**src/rtl/txq_pkg.sv**
```systemverilog
package txq_pkg;
  localparam int BUS_W  = 32;
  localparam int PRIO_W = 5;
  localparam int PL_W   = 7;
  localparam logic [2:0] MODE_CFG = 3'b100;

  // control word bit positions
  localparam int C_PL_LO   = 5;
  localparam int C_PRIO_LO = 8;
  localparam int C_RTY_LO  = 13;
  localparam int C_FRES    = 16;
  localparam int C_INCR    = 17;
  localparam int C_SEND    = 18;
  localparam int C_TXEN    = 19;
  localparam int C_IE_EXH  = 24;
  localparam int C_IE_EMP  = 25;
  localparam int C_IE_NF   = 26;

  // status word bit positions
  localparam int S_HEAD_LO = 8;
  localparam int S_TAIL_LO = 16;
  localparam int S_EMPTY   = 24;
  localparam int S_FULL    = 25;
  localparam int S_EXH     = 26;
  localparam int S_OVF     = 27;
  localparam int S_ABORT   = 28;

  typedef enum logic [1:0] {
    RTY_NONE  = 2'b00,
    RTY_THREE = 2'b01,
    RTY_INF_A = 2'b10,
    RTY_INF_B = 2'b11
  } rty_code_e;

  function automatic logic [PL_W-1:0] pl_bytes(input logic [2:0] code);
    logic [PL_W-1:0] r;
    case (code)
      3'd5:    r = 7'd32;
      3'd6:    r = 7'd48;
      3'd7:    r = 7'd64;
      default: r = 7'd8 + {2'b00, code, 2'b00};
    endcase
    return r;
  endfunction
endpackage

```
**src/rtl/txq_ptrs.sv**
```systemverilog
module txq_ptrs #(
  parameter int IDX_W = 5
) (
  input  logic             clk,
  input  logic             rst,
  input  logic             clr,
  input  logic             push,
  input  logic             pop,
  input  logic [IDX_W-1:0] depth_m1,
  output logic [IDX_W-1:0] head,
  output logic [IDX_W-1:0] tail,
  output logic [IDX_W:0]   occ,
  output logic             empty,
  output logic             full,
  output logic             ovf_evt,
  output logic             drained
);
  localparam int OCC_W = IDX_W + 1;

  logic [OCC_W-1:0] slots;
  logic             push_ok;
  logic             pop_ok;

  assign slots   = {1'b0, depth_m1} + OCC_W'(1);
  assign empty   = (occ == '0);
  assign full    = (occ == slots);
  assign push_ok = push & ~full & ~clr;
  assign pop_ok  = pop & ~empty & ~clr;
  assign ovf_evt = push & full & ~clr;
  assign drained = pop_ok & ~push_ok & (occ == OCC_W'(1));

  function automatic logic [IDX_W-1:0] wrap_inc(input logic [IDX_W-1:0] p,
                                                input logic [IDX_W-1:0] last);
    return (p == last) ? '0 : p + IDX_W'(1);
  endfunction

  always_ff @(posedge clk) begin
    if (rst || clr) begin
      head <= '0;
      tail <= '0;
      occ  <= '0;
    end else begin
      if (push_ok) tail <= wrap_inc(tail, depth_m1);
      if (pop_ok)  head <= wrap_inc(head, depth_m1);
      case ({push_ok, pop_ok})
        2'b10:   occ <= occ + OCC_W'(1);
        2'b01:   occ <= occ - OCC_W'(1);
        default: occ <= occ;
      endcase
    end
  end
endmodule

```
**src/rtl/txq_retry.sv**
```systemverilog
module txq_retry #(
  parameter int RETRY_LIM = 3
) (
  input  logic       clk,
  input  logic       rst,
  input  logic       clr,
  input  logic       ok,
  input  logic       fail,
  input  logic       rty_en,
  input  logic [1:0] code,
  output logic       exhaust
);
  import txq_pkg::*;
  localparam int CNT_W = $clog2(RETRY_LIM + 1);

  logic [CNT_W-1:0] cnt;
  logic             limited;

  assign limited = rty_en & ~code[1];
  assign exhaust = fail & limited &
                   ((code == RTY_NONE) || (cnt == CNT_W'(RETRY_LIM)));

  always_ff @(posedge clk) begin
    if (rst || clr || ok || exhaust) cnt <= '0;
    else if (fail && limited)        cnt <= cnt + CNT_W'(1);
  end
endmodule

```
**src/rtl/txq_regs.sv**
```systemverilog
module txq_regs #(
  parameter int IDX_W = 5
) (
  input  logic                       clk,
  input  logic                       rst,
  input  logic                       bus_we,
  input  logic                       bus_addr,
  input  logic [3:0]                 bus_be,
  input  logic [txq_pkg::BUS_W-1:0]  bus_wdata,
  input  logic [2:0]                 op_mode,
  input  logic                       q_clr,
  input  logic                       drained,
  input  logic                       exhaust,
  input  logic                       ovf_evt,
  output logic [IDX_W-1:0]           depth_m1,
  output logic [2:0]                 pl_code,
  output logic [txq_pkg::PRIO_W-1:0] prio,
  output logic [1:0]                 rty_code,
  output logic                       ie_exh,
  output logic                       ie_emp,
  output logic                       ie_nf,
  output logic                       send_q,
  output logic                       fres_q,
  output logic                       incr_cmd,
  output logic                       cfg_wr,
  output logic                       abort_evt,
  output logic                       exh_flag,
  output logic                       ovf_flag,
  output logic                       abort_flag,
  output logic [txq_pkg::BUS_W-1:0]  ctrl_rd
);
  import txq_pkg::*;

  logic wr_ctrl, wr_stat, b2_wr, send_set, fres_set, w1c;

  assign wr_ctrl   = bus_we & ~bus_addr;
  assign wr_stat   = bus_we & bus_addr;
  assign cfg_wr    = wr_ctrl & bus_be[0] & (op_mode == MODE_CFG);
  assign b2_wr     = wr_ctrl & bus_be[2];
  assign incr_cmd  = b2_wr & bus_wdata[C_INCR];
  assign fres_set  = b2_wr & bus_wdata[C_FRES];
  assign send_set  = b2_wr & bus_wdata[C_SEND];
  assign abort_evt = b2_wr & ~bus_wdata[C_SEND] & send_q;
  assign w1c       = wr_stat & bus_be[3];

  always_ff @(posedge clk) begin
    if (rst) begin
      depth_m1 <= '0;
      pl_code  <= '0;
      prio     <= '0;
      rty_code <= RTY_INF_B;
      ie_exh   <= 1'b0;
      ie_emp   <= 1'b0;
      ie_nf    <= 1'b0;
      fres_q   <= 1'b0;
      send_q   <= 1'b0;
    end else begin
      if (cfg_wr) begin
        depth_m1 <= bus_wdata[IDX_W-1:0];
        pl_code  <= bus_wdata[C_PL_LO +: 3];
      end
      if (wr_ctrl && bus_be[1]) begin
        prio     <= bus_wdata[C_PRIO_LO +: PRIO_W];
        rty_code <= bus_wdata[C_RTY_LO +: 2];
      end
      if (wr_ctrl && bus_be[3]) begin
        ie_exh <= bus_wdata[C_IE_EXH];
        ie_emp <= bus_wdata[C_IE_EMP];
        ie_nf  <= bus_wdata[C_IE_NF];
      end
      if (fres_q)        fres_q <= 1'b0;
      else if (fres_set) fres_q <= 1'b1;

      if (q_clr || exhaust || abort_evt) send_q <= 1'b0;
      else if (send_set)                 send_q <= 1'b1;
      else if (drained)                  send_q <= 1'b0;
    end
  end

  always_ff @(posedge clk) begin
    if (rst) begin
      exh_flag   <= 1'b0;
      ovf_flag   <= 1'b0;
      abort_flag <= 1'b0;
    end else begin
      if (exhaust)                     exh_flag <= 1'b1;
      else if (w1c && bus_wdata[S_EXH]) exh_flag <= 1'b0;
      if (ovf_evt)                     ovf_flag <= 1'b1;
      else if (w1c && bus_wdata[S_OVF]) ovf_flag <= 1'b0;
      if (abort_evt)                   abort_flag <= 1'b1;
      else if (w1c && bus_wdata[S_ABORT]) abort_flag <= 1'b0;
    end
  end

  always_comb begin
    ctrl_rd                     = '0;
    ctrl_rd[IDX_W-1:0]          = depth_m1;
    ctrl_rd[C_PL_LO +: 3]       = pl_code;
    ctrl_rd[C_PRIO_LO +: PRIO_W] = prio;
    ctrl_rd[C_RTY_LO +: 2]      = rty_code;
    ctrl_rd[C_FRES]             = fres_q;
    ctrl_rd[C_SEND]             = send_q;
    ctrl_rd[C_TXEN]             = 1'b1;
    ctrl_rd[C_IE_EXH]           = ie_exh;
    ctrl_rd[C_IE_EMP]           = ie_emp;
    ctrl_rd[C_IE_NF]            = ie_nf;
  end
endmodule

```
**src/rtl/txq_ctrl.sv**
```systemverilog
module txq_ctrl #(
  parameter int IDX_W     = 5,
  parameter int RETRY_LIM = 3
) (
  input  logic                       clk,
  input  logic                       rst,
  input  logic [2:0]                 op_mode,
  input  logic                       retry_en,
  input  logic                       bus_we,
  input  logic                       bus_addr,
  input  logic [3:0]                 bus_be,
  input  logic [txq_pkg::BUS_W-1:0]  bus_wdata,
  output logic [txq_pkg::BUS_W-1:0]  bus_rdata,
  input  logic                       tx_ok,
  input  logic                       tx_fail,
  output logic                       tx_pending,
  output logic [IDX_W-1:0]           tx_head_idx,
  output logic [txq_pkg::PL_W-1:0]   tx_payload_bytes,
  output logic [txq_pkg::PRIO_W-1:0] tx_prio,
  output logic                       irq_exhausted,
  output logic                       irq_empty,
  output logic                       irq_not_full
);
  import txq_pkg::*;
  localparam int OCC_W = IDX_W + 1;

  logic [IDX_W-1:0]  depth_m1, head, tail;
  logic [OCC_W-1:0]  occ;
  logic [2:0]        pl_code;
  logic [1:0]        rty_code;
  logic              ie_exh, ie_emp, ie_nf;
  logic              send_q, fres_q, incr_cmd, cfg_wr, abort_evt;
  logic              exh_flag, ovf_flag, abort_flag;
  logic              empty, full, ovf_evt, drained, exhaust;
  logic              q_clr, ok_acc, fail_acc, pop;
  logic [BUS_W-1:0]  ctrl_rd, stat_rd;

  assign q_clr    = fres_q | cfg_wr;
  assign ok_acc   = tx_ok & tx_pending;
  assign fail_acc = tx_fail & tx_pending & ~tx_ok;
  assign pop      = ok_acc | exhaust;

  txq_regs #(.IDX_W(IDX_W)) u_regs (
    .clk(clk), .rst(rst), .bus_we(bus_we), .bus_addr(bus_addr),
    .bus_be(bus_be), .bus_wdata(bus_wdata), .op_mode(op_mode),
    .q_clr(q_clr), .drained(drained), .exhaust(exhaust), .ovf_evt(ovf_evt),
    .depth_m1(depth_m1), .pl_code(pl_code), .prio(tx_prio),
    .rty_code(rty_code), .ie_exh(ie_exh), .ie_emp(ie_emp), .ie_nf(ie_nf),
    .send_q(send_q), .fres_q(fres_q), .incr_cmd(incr_cmd), .cfg_wr(cfg_wr),
    .abort_evt(abort_evt), .exh_flag(exh_flag), .ovf_flag(ovf_flag),
    .abort_flag(abort_flag), .ctrl_rd(ctrl_rd)
  );

  txq_ptrs #(.IDX_W(IDX_W)) u_ptrs (
    .clk(clk), .rst(rst), .clr(q_clr), .push(incr_cmd), .pop(pop),
    .depth_m1(depth_m1), .head(head), .tail(tail), .occ(occ),
    .empty(empty), .full(full), .ovf_evt(ovf_evt), .drained(drained)
  );

  txq_retry #(.RETRY_LIM(RETRY_LIM)) u_retry (
    .clk(clk), .rst(rst), .clr(q_clr | abort_evt), .ok(ok_acc),
    .fail(fail_acc), .rty_en(retry_en), .code(rty_code), .exhaust(exhaust)
  );

  assign tx_pending       = send_q & ~empty;
  assign tx_head_idx      = head;
  assign tx_payload_bytes = pl_bytes(pl_code);

  always_comb begin
    stat_rd                      = '0;
    stat_rd[OCC_W-1:0]           = occ;
    stat_rd[S_HEAD_LO +: IDX_W]  = head;
    stat_rd[S_TAIL_LO +: IDX_W]  = tail;
    stat_rd[S_EMPTY]             = empty;
    stat_rd[S_FULL]              = full;
    stat_rd[S_EXH]               = exh_flag;
    stat_rd[S_OVF]               = ovf_flag;
    stat_rd[S_ABORT]             = abort_flag;
  end

  always_ff @(posedge clk) begin
    bus_rdata <= bus_addr ? stat_rd : ctrl_rd;
  end

  always_ff @(posedge clk) begin
    if (rst) begin
      irq_exhausted <= 1'b0;
      irq_empty     <= 1'b0;
      irq_not_full  <= 1'b0;
    end else begin
      irq_exhausted <= ie_exh & exh_flag;
      irq_empty     <= ie_emp & empty;
      irq_not_full  <= ie_nf & ~full;
    end
  end
endmodule

```
**config.mk**
```make
export PLATFORM = sky130hd
export DESIGN_NAME = txq_ctrl
export DESIGN_NICKNAME = d
export VERILOG_FILES = /design/src/rtl/txq_pkg.sv /design/src/rtl/txq_ptrs.sv /design/src/rtl/txq_retry.sv /design/src/rtl/txq_regs.sv /design/src/rtl/txq_ctrl.sv
export SDC_FILE = /design/constraint.sdc
export NUM_CORES = 1
export LEC_CHECK = 0
export BUFFER_PORTS_ARGS = -buffer_cell sky130_fd_sc_hd__buf_4
export CORE_MARGIN = 3
export CORE_UTILIZATION = 45
export CTS_CLUSTER_DIAMETER = 50
export DETAILED_ROUTE_END_ITERATION = 10
export PLACE_DENSITY_LB_ADDON = 0.2
export SLEW_MARGIN = 20
export SYNTH_ARGS = -nofsm -noshare
export SYNTH_HDL_FRONTEND = slang
export SYNTH_SLANG_ARGS = --single-unit
export TNS_END_PERCENT = 50
```
**constraint.sdc**
```tcl
create_clock -name clk -period 3.3 [get_ports clk]
set_input_delay 0 -clock clk [delete_from_list [all_inputs] [get_ports clk]]
set_output_delay 0 -clock clk [all_outputs]
set_load 0.005 [all_outputs]
```
==> qor.yml <==
grt:
  grt_overflow: 0
  grt_usage_pct: 20.7
  grt.busiest_layer: "met2"
  use_met3_pct: 5.53
  met2_usage_pct: 36.2
  grt_start_max_net_pins: 30
  antenna_found_initial: 0
  grt_pass1_wl_um: 12600
  use_met1_pct: 24.0
  grt_pass1_vias: 2695
clock_tree:
  insertion_delay_ps: 350
  cts_max_path_buffers: 2
  ctsResizeCount: 0
  cts.hold.buffers_added: 37
  clk_pin_slew_ps: 70
  cts_made_buffers: 9
  cts_tree: "yes"
  cts_root_buf: "clkbuf_8"
  postCtsSetupRepairBufs: 0
  clock_sinks: 69
  cts_max_level: 3
yosys:
  yosysTopAreaCell: "dfxtp_1"
  async_flop_share_pct: 0
  ys_ff_latch: 69
  synth_top_flop_cell: "dfxtp_1"
  yosys-top-cells-count: "69 x dfxtp_1, 34 x nor2_1, 26 x a21oi_1, 26 x nand2_1, 17 x nand3_1"
  synth_area_um2: 3130
  ys_top_cells_by_area: "dfxtp_1 44%, mux2_2 5.0%, a21oi_1 4.2%"
  synth_cells: 346
  synth_most_common_cell: "dfxtp_1"
  syn_area_per_cell_um2: 9.03
  ys_warn_count: 0
  synth-seq-area-share_pct: 44.2
  synth.top_cell.area_share_pct: 44.2
  synth-edff-count: 0
  ys_types: 43
die:
  ios: 99
  core_um2: 6530
  die_h_um: 89.3
  die_x_um: 89.3
  die_area_um2: 7980
  rows: 29
  initial_core_util_pct: 47.9
critical_path:
  cp_max_fo: 7
  required_ps: 3520
  critical_path_class: "flop to flop"
  critical_path.endpoint_type: "flop"
  crit_arrival_ps: 3280
  start_kind: "flop"
final_layout:
  layout-drive-gt1-share_pct: 25.9
  n_antenna_cell: 0
  nets: 510
  syn_to_final_growth_pct: 37.1
  design_area_um2: 4290
timing:
  min_period_ps: 3060
  timing.setup.tns_ps: 0
  rsz0062_at_grt: "false"
  slew_headroom_pct: 59.5
  worst_pin_slew_ps: 606
  hold_viol: 0
  hold_ws_ps: 18.8
  timing.final.max_slew_violations: 0
  setup_ws_ps: 244
  fin_worst_skew_ps: 10.5
  setup-violations-final: 0
  post-route-period-util_pct: 92.6
  max_freq_mhz: 327
power:
  pwr-share-seq_pct: 50.8
  ir_drop_v: 0.000339
  switchingPower_uw: 387
  comb_power_share_pct: 9.0
  internal_power_uw: 1300
  p_clk_share_pct: 40.2
  leakage_uw: 0.00192
  switching_share_pct: 23.0
  power_density_nw_per_um2: 393
min_path:
  hp-class: "primary input to flop"
drt:
  vias: 2752
  finalWirelength_um: 8020
  route.detailed.drc: 0
  ant_nets: 0
  vias_per_cell: 5.12
  first_iter_violations: 96
  firstDrtPassIters: 5
  wl_per_cell_um: 14.9
run_status:
  status: "complete, no violations"
place:
  pre_cts_ws_ps: 261
  portBuffers: 80
  gp_congestion: 0.805
  hpwl_um: 5350
  dpl_cell_area_um2: 3730
job:
  cap_violations: 0
==> flip-flops by register name, indices dropped and copies added, names as in the netlist <==
name	cells
bus_rdata	25
u_ptrs.occ	6
u_ptrs.head	5
u_ptrs.tail	5
u_regs.depth_m1	5
u_regs.prio	5
u_regs.pl_code	3
u_regs.rty_code	2
u_retry.cnt	2
irq_empty	1
irq_exhausted	1
irq_not_full	1
u_regs.abort_flag	1
u_regs.exh_flag	1
u_regs.fres_q	1
u_regs.ie_emp	1
u_regs.ie_exh	1
u_regs.ie_nf	1
u_regs.ovf_flag	1
u_regs.send_q	1
==> worst max-delay path, cell delays in order (launching register included) <==
cell,delay (ps)
dfxtp_1,500
ha_1,280
xnor2_1,90
a211o_1,310
a211oi_1,240
a21bo_1,190
ha_1,160
or4b_2,580
a21oi_1,250
and2_1,170
xnor2_1,110
nor2_1,50
==> metal layers <==
layer	vias to the layer above	wire (µm)
met1	1276	3360
met3	11	507
met5	-	0
met2	85	4020
met4	0	129
li1	1380	-
==> power by group through the flow <==
stage          Combinational, µW  Sequential [µW]  Clock (µW)
6_report                     151              856         677
3_3_place_gp                 121              874           0
3_5_place_dp                 122              874           0
4_1_cts                      149              855         690
2_1_floorplan               64.4              874           0
5_1_grt                      164              857         725
==> logic make-up (layout without fill, tap and decap cells) <==
logic type	count (synthesis)	in the layout	synth area share (%)
muxes	24	24	8.25
and+or+nand+nor	128	128	21.4
xor gates and xnor gates	22	22	6.17
other	1	9	0.120
AOI/OAI and AO/OA	53	53	9.89
DFF	69	69	44.2
buffers and inverters	41	147	6.81
adders and majority gates	8	8	3.20
==> layout by cell type (no fill, tap or decap), types with 3 or more instances in the layout <==
cell | synthesis | layout
o21a_1 | 3 | 3
a211o_1 | 3 | 3
nor3b_1 | 3 | 3
nor3_1 | 3 | 3
nor2b_1 | 8 | 8
mux2i_1 | 10 | 10
a21oi_1 | 26 | 26
or4_1 | 3 | 3
o21ai_0 | 12 | 12
conb_1 | 1 | 9
dlygate4sd3_1 | 0 | 37
buf_4 | 14 | 88
dfxtp_1 | 69 | 69
nand4_1 | 4 | 4
and2_1 | 8 | 8
nor2_1 | 34 | 34
xor2_1 | 8 | 8
nand3_1 | 17 | 17
inv_1 | 7 | 7
a211oi_1 | 3 | 3
and3_1 | 5 | 5
clkbuf_8 | 0 | 10
xnor2_1 | 14 | 14
mux2_2 | 14 | 14
nand2b_1 | 3 | 3
ha_1 | 8 | 8
nand2_1 | 26 | 26
==> metrics by stage <==
stage	instances	power (µW)	utilization, %
after global routing	537	1750	65.6
after CTS	537	1690	65.6
after global placement	485	995	57.0
final	537	1680	65.6
after detailed placement	485	997	57.0
after floorplan	354	938	-
==> area by class of cell <==
| class | count | area (µm²) |
|---|---|---|
| Sequential cell | 69 | 1380 |
| Tap cell | 77 | 96.3 |
| Inverter | 7 | 26.3 |
| Timing Repair Buffer | 125 | 1030 |
| Fill cell | 565 | 2240 |
| Multi-Input combinational cell | 244 | 1560 |
| Clock buffer | 11 | 141 |
| Clock inverter | 4 | 48.8 |
==> worst paths after layout <==
check                startpoint                 end  slack (ps)  cells after the start
max          u_regs.depth_m1[0]       u_ptrs.occ[5]         240                     11
min                         rst  u_regs.depth_m1[1]          20                      2
max reg2reg  u_regs.depth_m1[0]       u_ptrs.occ[5]         240                     11
min reg2reg   u_regs.abort_flag       bus_rdata[28]         460                      1
Power figures use the tool's default switching activity.
